### src/rtl/codec_reg_pkg.sv
package codec_reg_pkg;

    localparam int DATA_W   = 8;
    localparam int NUM_IREG = 32;
    localparam int IREG_W   = $clog2(NUM_IREG);
    localparam int PTR_W    = 7;

    typedef logic [DATA_W-1:0]                byte_t;
    typedef logic [IREG_W-1:0]                ireg_idx_t;
    typedef logic [NUM_IREG-1:0][DATA_W-1:0]  ireg_bank_t;

    typedef enum logic [1:0] {
        PORT_INDEX  = 2'd0,
        PORT_DATA   = 2'd1,
        PORT_STATUS = 2'd2,
        PORT_PIO    = 2'd3
    } port_e;

    localparam ireg_idx_t IX_FORMAT  = 5'd8;
    localparam ireg_idx_t IX_IFCFG   = 5'd9;
    localparam ireg_idx_t IX_PINS    = 5'd10;
    localparam ireg_idx_t IX_CALSTAT = 5'd11;
    localparam ireg_idx_t IX_MODE    = 5'd12;
    localparam ireg_idx_t IX_RSV_A   = 5'd22;
    localparam ireg_idx_t IX_FLAGS   = 5'd24;
    localparam ireg_idx_t IX_RSV_B   = 5'd27;
    localparam ireg_idx_t IX_RSV_C   = 5'd29;

    localparam int BIT_MCE    = 6;
    localparam int BIT_EXT    = 6;
    localparam int BIT_PBFLAG = 4;
    localparam int BIT_CALRD  = 5;

    function automatic byte_t ireg_default(input int idx);
        byte_t v;
        case (idx)
            2, 3, 4, 5, 18, 19: v = 8'h88;
            6, 7:               v = 8'h80;
            9:                  v = 8'h08;
            12:                 v = 8'h8A;
            25, 26:             v = 8'hA0;
            default:            v = 8'h00;
        endcase
        return v;
    endfunction

    function automatic ireg_bank_t ireg_defaults();
        ireg_bank_t b;
        for (int i = 0; i < NUM_IREG; i++) begin
            b[i] = ireg_default(i);
        end
        return b;
    endfunction

endpackage

### src/rtl/codec_port_decode.sv
module codec_port_decode
    import codec_reg_pkg::*;
(
    input  logic                 bus_wr,
    input  logic                 bus_rd,
    input  logic [1:0]           bus_addr,
    input  logic [PTR_W-1:0]     ptr_q,
    input  logic                 ext_mode,
    output logic [3:0]           wr_sel,
    output logic [3:0]           rd_sel,
    output ireg_idx_t            ind_idx
);
    localparam int NPORTS = 4;

    for (genvar g = 0; g < NPORTS; g++) begin : g_port
        assign wr_sel[g] = bus_wr && (bus_addr == 2'(g));
        assign rd_sel[g] = bus_rd && (bus_addr == 2'(g));
    end

    always_comb begin
        if (ext_mode) begin
            ind_idx = ptr_q[IREG_W-1:0];
        end else begin
            ind_idx = {1'b0, ptr_q[IREG_W-2:0]};
        end
    end

endmodule

### src/rtl/codec_calib_ctr.sv
module codec_calib_ctr #(
    parameter int CNT_W    = 4,
    parameter int CAL_INIT = 1
) (
    input  logic clk,
    input  logic rst_n,
    input  logic load,
    input  logic dec,
    output logic busy
);
    typedef struct packed {
        logic [CNT_W-1:0] cnt;
    } cal_state_t;

    cal_state_t s_d, s_q;

    always_comb begin
        s_d = s_q;
        if (load) begin
            s_d.cnt = CNT_W'(CAL_INIT);
        end else if (dec && (s_q.cnt != '0)) begin
            s_d.cnt = s_q.cnt - 1'b1;
        end
    end

    always_ff @(posedge clk) begin
        if (!rst_n) begin
            s_q <= '0;
        end else begin
            s_q <= s_d;
        end
    end

    assign busy = (s_q.cnt != '0);

    AST_CAL_LOAD: assert property (@(posedge clk) disable iff (!rst_n)
        load |=> (s_q.cnt == CNT_W'(CAL_INIT))) else $error("cal load");
    AST_CAL_STEP: assert property (@(posedge clk) disable iff (!rst_n)
        (dec && !load && busy) |=> (s_q.cnt == $past(s_q.cnt) - 1'b1)) else $error("cal step");

endmodule

### src/rtl/codec_index_regs.sv
module codec_index_regs
    import codec_reg_pkg::*;
#(
    parameter int CAL_CNT_W = 4,
    parameter int CAL_INIT  = 1
) (
    input  logic       clk,
    input  logic       rst_n,
    input  logic       bus_wr,
    input  logic       bus_rd,
    input  logic [1:0] bus_addr,
    input  logic [7:0] bus_wdata,
    output logic [7:0] bus_rdata,
    input  logic       pb_done,
    output logic       irq_o,
    output logic       play_en,
    output logic [7:0] play_fmt,
    output logic       mode_ext,
    output logic       irq_en,
    output logic       cfg_strobe
);
    localparam ireg_bank_t BANK_RST = ireg_defaults();
    localparam logic [PTR_W-1:0] PTR_RST = 7'h40;

    typedef struct packed {
        logic [PTR_W-1:0] ptr;
        ireg_bank_t       bank;
        logic             pend;
        logic             strobe;
    } regs_t;

    regs_t r_d, r_q;

    logic [3:0] wr_sel, rd_sel;
    ireg_idx_t  ind_idx;
    logic       cal_load, cal_dec, cal_busy;
    logic       data_wr;

    codec_port_decode u_dec (
        .bus_wr   (bus_wr),
        .bus_rd   (bus_rd),
        .bus_addr (bus_addr),
        .ptr_q    (r_q.ptr),
        .ext_mode (r_q.bank[IX_MODE][BIT_EXT]),
        .wr_sel   (wr_sel),
        .rd_sel   (rd_sel),
        .ind_idx  (ind_idx)
    );

    codec_calib_ctr #(
        .CNT_W    (CAL_CNT_W),
        .CAL_INIT (CAL_INIT)
    ) u_cal (
        .clk   (clk),
        .rst_n (rst_n),
        .load  (cal_load),
        .dec   (cal_dec),
        .busy  (cal_busy)
    );

    assign data_wr  = wr_sel[PORT_DATA];
    assign cal_load = wr_sel[PORT_INDEX] && !r_q.ptr[BIT_MCE] && bus_wdata[BIT_MCE]
                      && (r_q.bank[IX_IFCFG][4:3] != 2'b00);
    assign cal_dec  = rd_sel[PORT_DATA] && (ind_idx == IX_CALSTAT);

    always_comb begin
        r_d        = r_q;
        r_d.strobe = 1'b0;

        if (wr_sel[PORT_INDEX]) begin
            r_d.ptr = bus_wdata[PTR_W-1:0];
        end

        if (data_wr) begin
            case (ind_idx)
                IX_RSV_A, IX_RSV_B, IX_RSV_C, IX_CALSTAT: begin
                    r_d.bank = r_q.bank;
                end
                IX_FORMAT: begin
                    if (r_q.ptr[BIT_MCE]) begin
                        r_d.bank[IX_FORMAT] = bus_wdata;
                    end else if (r_q.bank[IX_FLAGS][BIT_PBFLAG]) begin
                        r_d.bank[IX_FORMAT] = {bus_wdata[7:4], r_q.bank[IX_FORMAT][3:0]};
                    end
                end
                IX_IFCFG: begin
                    r_d.bank[IX_IFCFG] = bus_wdata & 8'hDF;
                    r_d.strobe         = 1'b1;
                end
                IX_MODE: begin
                    r_d.bank[IX_MODE][BIT_EXT] = bus_wdata[BIT_EXT];
                end
                IX_FLAGS: begin
                    r_d.bank[IX_FLAGS] = bus_wdata;
                    if (r_q.bank[IX_FLAGS][BIT_PBFLAG] && !bus_wdata[BIT_PBFLAG]) begin
                        r_d.pend = 1'b0;
                    end
                end
                default: begin
                    r_d.bank[ind_idx] = bus_wdata;
                end
            endcase
        end

        if (wr_sel[PORT_STATUS]) begin
            r_d.pend                = 1'b0;
            r_d.bank[IX_FLAGS][6:4] = 3'b000;
        end

        if (pb_done) begin
            r_d.pend                       = 1'b1;
            r_d.bank[IX_FLAGS][BIT_PBFLAG] = 1'b1;
        end
    end

    always_ff @(posedge clk) begin
        if (!rst_n) begin
            r_q <= '{ptr: PTR_RST, bank: BANK_RST, pend: 1'b0, strobe: 1'b0};
        end else begin
            r_q <= r_d;
        end
    end

    always_comb begin
        case (port_e'(bus_addr))
            PORT_INDEX:  bus_rdata = {1'b0, r_q.ptr};
            PORT_DATA: begin
                bus_rdata = r_q.bank[ind_idx];
                if ((ind_idx == IX_CALSTAT) && cal_busy) begin
                    bus_rdata[BIT_CALRD] = 1'b1;
                end
            end
            PORT_STATUS: bus_rdata = {7'b0, r_q.pend};
            default:     bus_rdata = 8'h00;
        endcase
    end

    assign irq_o      = r_q.pend;
    assign play_en    = r_q.bank[IX_IFCFG][0];
    assign play_fmt   = r_q.bank[IX_FORMAT];
    assign mode_ext   = r_q.bank[IX_MODE][BIT_EXT];
    assign irq_en     = r_q.bank[IX_PINS][1];
    assign cfg_strobe = r_q.strobe;

    AST_RW_EXCLUSIVE: assert property (@(posedge clk) disable iff (!rst_n)
        !(bus_wr && bus_rd)) else $error("rd and wr together");
    AST_PTR_MSB_LOW: assert property (@(posedge clk) disable iff (!rst_n)
        rd_sel[PORT_INDEX] |-> !bus_rdata[7]) else $error("pointer msb");
    AST_CALSTAT_RO: assert property (@(posedge clk) disable iff (!rst_n)
        (data_wr && ind_idx == IX_CALSTAT) |=> $stable(r_q.bank[IX_CALSTAT])) else $error("reg11 written");
    AST_FMT_LOCKED: assert property (@(posedge clk) disable iff (!rst_n)
        (data_wr && ind_idx == IX_FORMAT && !r_q.ptr[BIT_MCE] && !r_q.bank[IX_FLAGS][BIT_PBFLAG])
        |=> $stable(play_fmt)) else $error("format changed while locked");
    AST_FMT_NIBBLE: assert property (@(posedge clk) disable iff (!rst_n)
        (data_wr && ind_idx == IX_FORMAT && !r_q.ptr[BIT_MCE])
        |=> (play_fmt[3:0] == $past(play_fmt[3:0]))) else $error("format nibble");
    AST_STROBE_SRC: assert property (@(posedge clk) disable iff (!rst_n)
        cfg_strobe |-> $past(data_wr && ind_idx == IX_IFCFG)) else $error("stray strobe");
    AST_ACK_DROPS_IRQ: assert property (@(posedge clk) disable iff (!rst_n)
        (wr_sel[PORT_STATUS] && !pb_done) |=> !irq_o) else $error("irq after ack");
    AST_REQ_RAISES_IRQ: assert property (@(posedge clk) disable iff (!rst_n)
        pb_done |=> irq_o) else $error("irq not raised");

endmodule

### config.mk
export PLATFORM = sky130hd
export DESIGN_NAME = codec_index_regs
export DESIGN_NICKNAME = d
export VERILOG_FILES = /design/src/rtl/codec_reg_pkg.sv /design/src/rtl/codec_port_decode.sv /design/src/rtl/codec_calib_ctr.sv /design/src/rtl/codec_index_regs.sv
export SDC_FILE = /design/constraint.sdc
export NUM_CORES = 1
export LEC_CHECK = 0
export BUFFER_PORTS_ARGS = -buffer_cell sky130_fd_sc_hd__buf_4
export CAP_MARGIN = 0
export CORE_ASPECT_RATIO = 0.7
export CORE_UTILIZATION = 54
export CTS_BUF_LIST = sky130_fd_sc_hd__clkbuf_4
export CTS_CLUSTER_DIAMETER = 120
export DETAILED_ROUTE_END_ITERATION = 8
export HOLD_SLACK_MARGIN = 0.05
export PLACE_DENSITY_LB_ADDON = 0.25
export SLEW_MARGIN = 20
export SYNTH_ARGS = -nofsm -noshare
export SYNTH_HDL_FRONTEND = slang
export SYNTH_SLANG_ARGS = --single-unit
### constraint.sdc
create_clock -name clk -period 4.3 [get_ports clk]
set_input_delay 0.43 -clock clk [delete_from_list [all_inputs] [get_ports clk]]
set_output_delay 0.43 -clock clk [all_outputs]
set_load 0.05 [all_outputs]
==> flow_summary.yaml <==
detailed_routing:
  drc: 0
  ant_nets: 0
  vias: 9366
  wl_per_cell_um: 20.69
  drt_first_pass_iters: 7
  drt_iter0_drc: 1027
  totalWireLength_um: 32890
  vias_per_cell: 5.891
die:
  fp.dieW_um: 183.1
  dieHeight_um: 128.8
  boundaryPins: 36
  dieArea_um2: 23570
  coreArea_um2: 22070
  rows: 45
  start_util_pct: 56.16
placement:
  dp_cells: 1480
  hpwl_um: 20490
  port-buffer-count: 35
  gp_congestion: 0.8918
  postPlaceCellArea_um2: 12660
clock_tree:
  path_clk_slew_ns: 0.07
  cts_max_level: 3
  cts.sinks: 269
  cts_buffers: 66
  cts-resized-gates: 0
  cts_tree: "done"
  clock_latency_ns: 0.70
  post_cts_buffers: 0
  cts_root_buf: "clkbuf_4"
  cts_max_path_buffers: 3
timing:
  finClkSkew_ns: 0.04063
  fin_setup_tns_ns: 0
  rsz0062_at_grt: "no"
  hold_ws_ns: 0.1415
  setup_viol: 0
  fin_crit_sh_pct: 95.83
  max_freq_mhz: 242.7
  relSlewSlack_pct: 25.48
  final_hold_viol_count: 0
  tightest_slew_ns: 1.118
  finalMaxSlewViolations: 0
  period_needed_ns: 4.121
synthesis:
  synth.net_count: 1248
  yosys_warnings: 0
  syn_inst: 1232
  yosysSeqAreaShare_pct: 43.45
  syn_area_um2: 12390
  synth_cell_types: 60
  async_reset_ff_share_pct: 0
  synth_flop_cell: "dfxtp_1"
  synth_edf_count: 0
  synth_seq_cells: 269
  avgSynthCellArea_um2: 10.06
critical_path:
  reg2reg_depth: 5
  r2r_start: "r_q[259]"
  cp-end-kind: "output pin"
  path_max_fanout: 57
  arrival_ns: 3.69
  crit_chain: "mux4_2, nand2_1, a21oi_1, a2111oi_0, a311oi_1, buf_4"
  r2r-end: "r_q[117]"
  rrSetupSlack_ns: 1.29
  criticalPathCategory: "flip-flop to output pin"
  max_stage_delay_ns: 0.92
  cp-startpoint: "r_q[259]"
  crit_path_start_kind: "flip-flop"
  critPathSlowestCell: "dfxtp_4"
  worstPathRequired_ns: 3.87
final_layout:
  drive_gt1_share_pct: 18.93
  instances_no_fill: 1590
  nNetsFinal: 1260
  area_growth_pct: 8.460
  mostFrequentLayoutCell: "dfxtp_1"
  final_cell_mix: "267 x dfxtp_1, 175 x nand2_1, 132 x mux2i_1, 122 x nor2b_1, 98 x clkbuf_4"
  fin_area_um2: 13440
global_route:
  grt_pass1_vias: 8996
  track_usage_pct: 28.72
  antenna_found_initial: 1
  overflow: 0
  grt_max_degree: 185
  grt_pass1_wl_um: 51720
power:
  p_per_area_nw_per_um2: 358.8
  power.leakage_nw: 4.589
  peakVddDrop_mv: 0.2319
  power_mw: 4.823
outcome:
  outcome: "completed"
run:
  cap_viol_max_count: 0
hold_path:
  hp-start: "bus_rd"
  whs_endpoint: "u_cal.s_q[3]"
  min_path_cells: 4
  hold_path.class: "input port to flip-flop"
-- worst max-delay path: cells and delay by family, from the launching register on --
family	cells	cell delay [ns]
AND/OR/NAND/NOR	1	0.08
flip-flops	1	0.92
buffers and inverters	1	0.25
multiplexers	1	0.59
AO/OA/AOI/OAI	3	1.16
-- where the power goes --
group	switching, mW	internal [mW]	total, mW	leakage [nW]
clock network	1.00	1.03	2.04	0.474
logic	0.172	0.0953	0.267	1.94
registers	0.0225	2.50	2.52	2.17
-- layout make-up --
type	instances	area [um2]
inverter	6	22.52
multi-input combinational	844	6435
antenna	1	2.502
clock buffer	98	735.7
timing repair buffer	57	434.2
tap	305	381.6
sequential	269	5393
clock inverter	10	38.79
fill	1915	8628
-- per-layer routing --
layer | vias up | wire length, um | global-route usage [%]
li1 | 4324 | - | -
met1 | 4589 | 15450 | 42.07
met2 | 394 | 14000 | 41.53
met3 | 59 | 2754 | 6.510
met4 | 0 | 686 | 10.15
met5 | - | 0 | 0
-- through the flow --
step,util [%],setup WS [ns]
5_1_grt,60.91,0.04731
4_1_cts,60.90,0.06068
6_report,60.91,0.1794
3_5_place_dp,57.34,0.8316
2_1_floorplan,-,0.8305
3_3_place_gp,57.34,0.7751
-- repair_timing --
item	CTS	global route
hold endpoints to repair	2	0
hold buffers	1	0
endpoints found under the setup margin	0	0
-- state kept, by name, indices dropped and copies added, names as in the netlist --
register	flops
r_q	252
play_fmt	8
u_cal.s_q	4
cfg_strobe	1
irq_en	1
irq_o	1
mode_ext	1
play_en	1
-- cell usage after synthesis (26+ instances only) --
cell      count  area share (%)
dfxtp_1     269              43
nand2_1     175             5.3
mux2i_1     132              11
nor2b_1     122             6.2
a21boi_0     90             5.5
mux4_2       60              11
nand3_1      53             2.1
clkbuf_1     48             1.5
and2_1       39             2.0
o21ai_0      36             1.5
buf_2        29             1.2
nor2_1       26            0.79
-- cells by family after synthesis --
| group | after synthesis | synth area share (%) |
|---|---|---|
| simple gates | 474 | 20.24 |
| buf+inv | 119 | 4.684 |
| flops | 269 | 43.45 |
| mux | 195 | 21.84 |
| fa+ha+maj | 1 | 0.1009 |
| compound gates | 171 | 9.479 |
| xor+xnor | 3 | 0.2120 |
-- worst max-delay path by stage --
stage,end,slack [ns],depth (start not counted)
detailed placement,bus_rdata[5],0.83,6
CTS,bus_rdata[5],0.06,6
floorplan,bus_rdata[6],0.83,6
finish,bus_rdata[5],0.18,6
global placement,bus_rdata[5],0.78,6
global route,bus_rdata[5],0.05,6
Power figures use the tool's default switching activity.
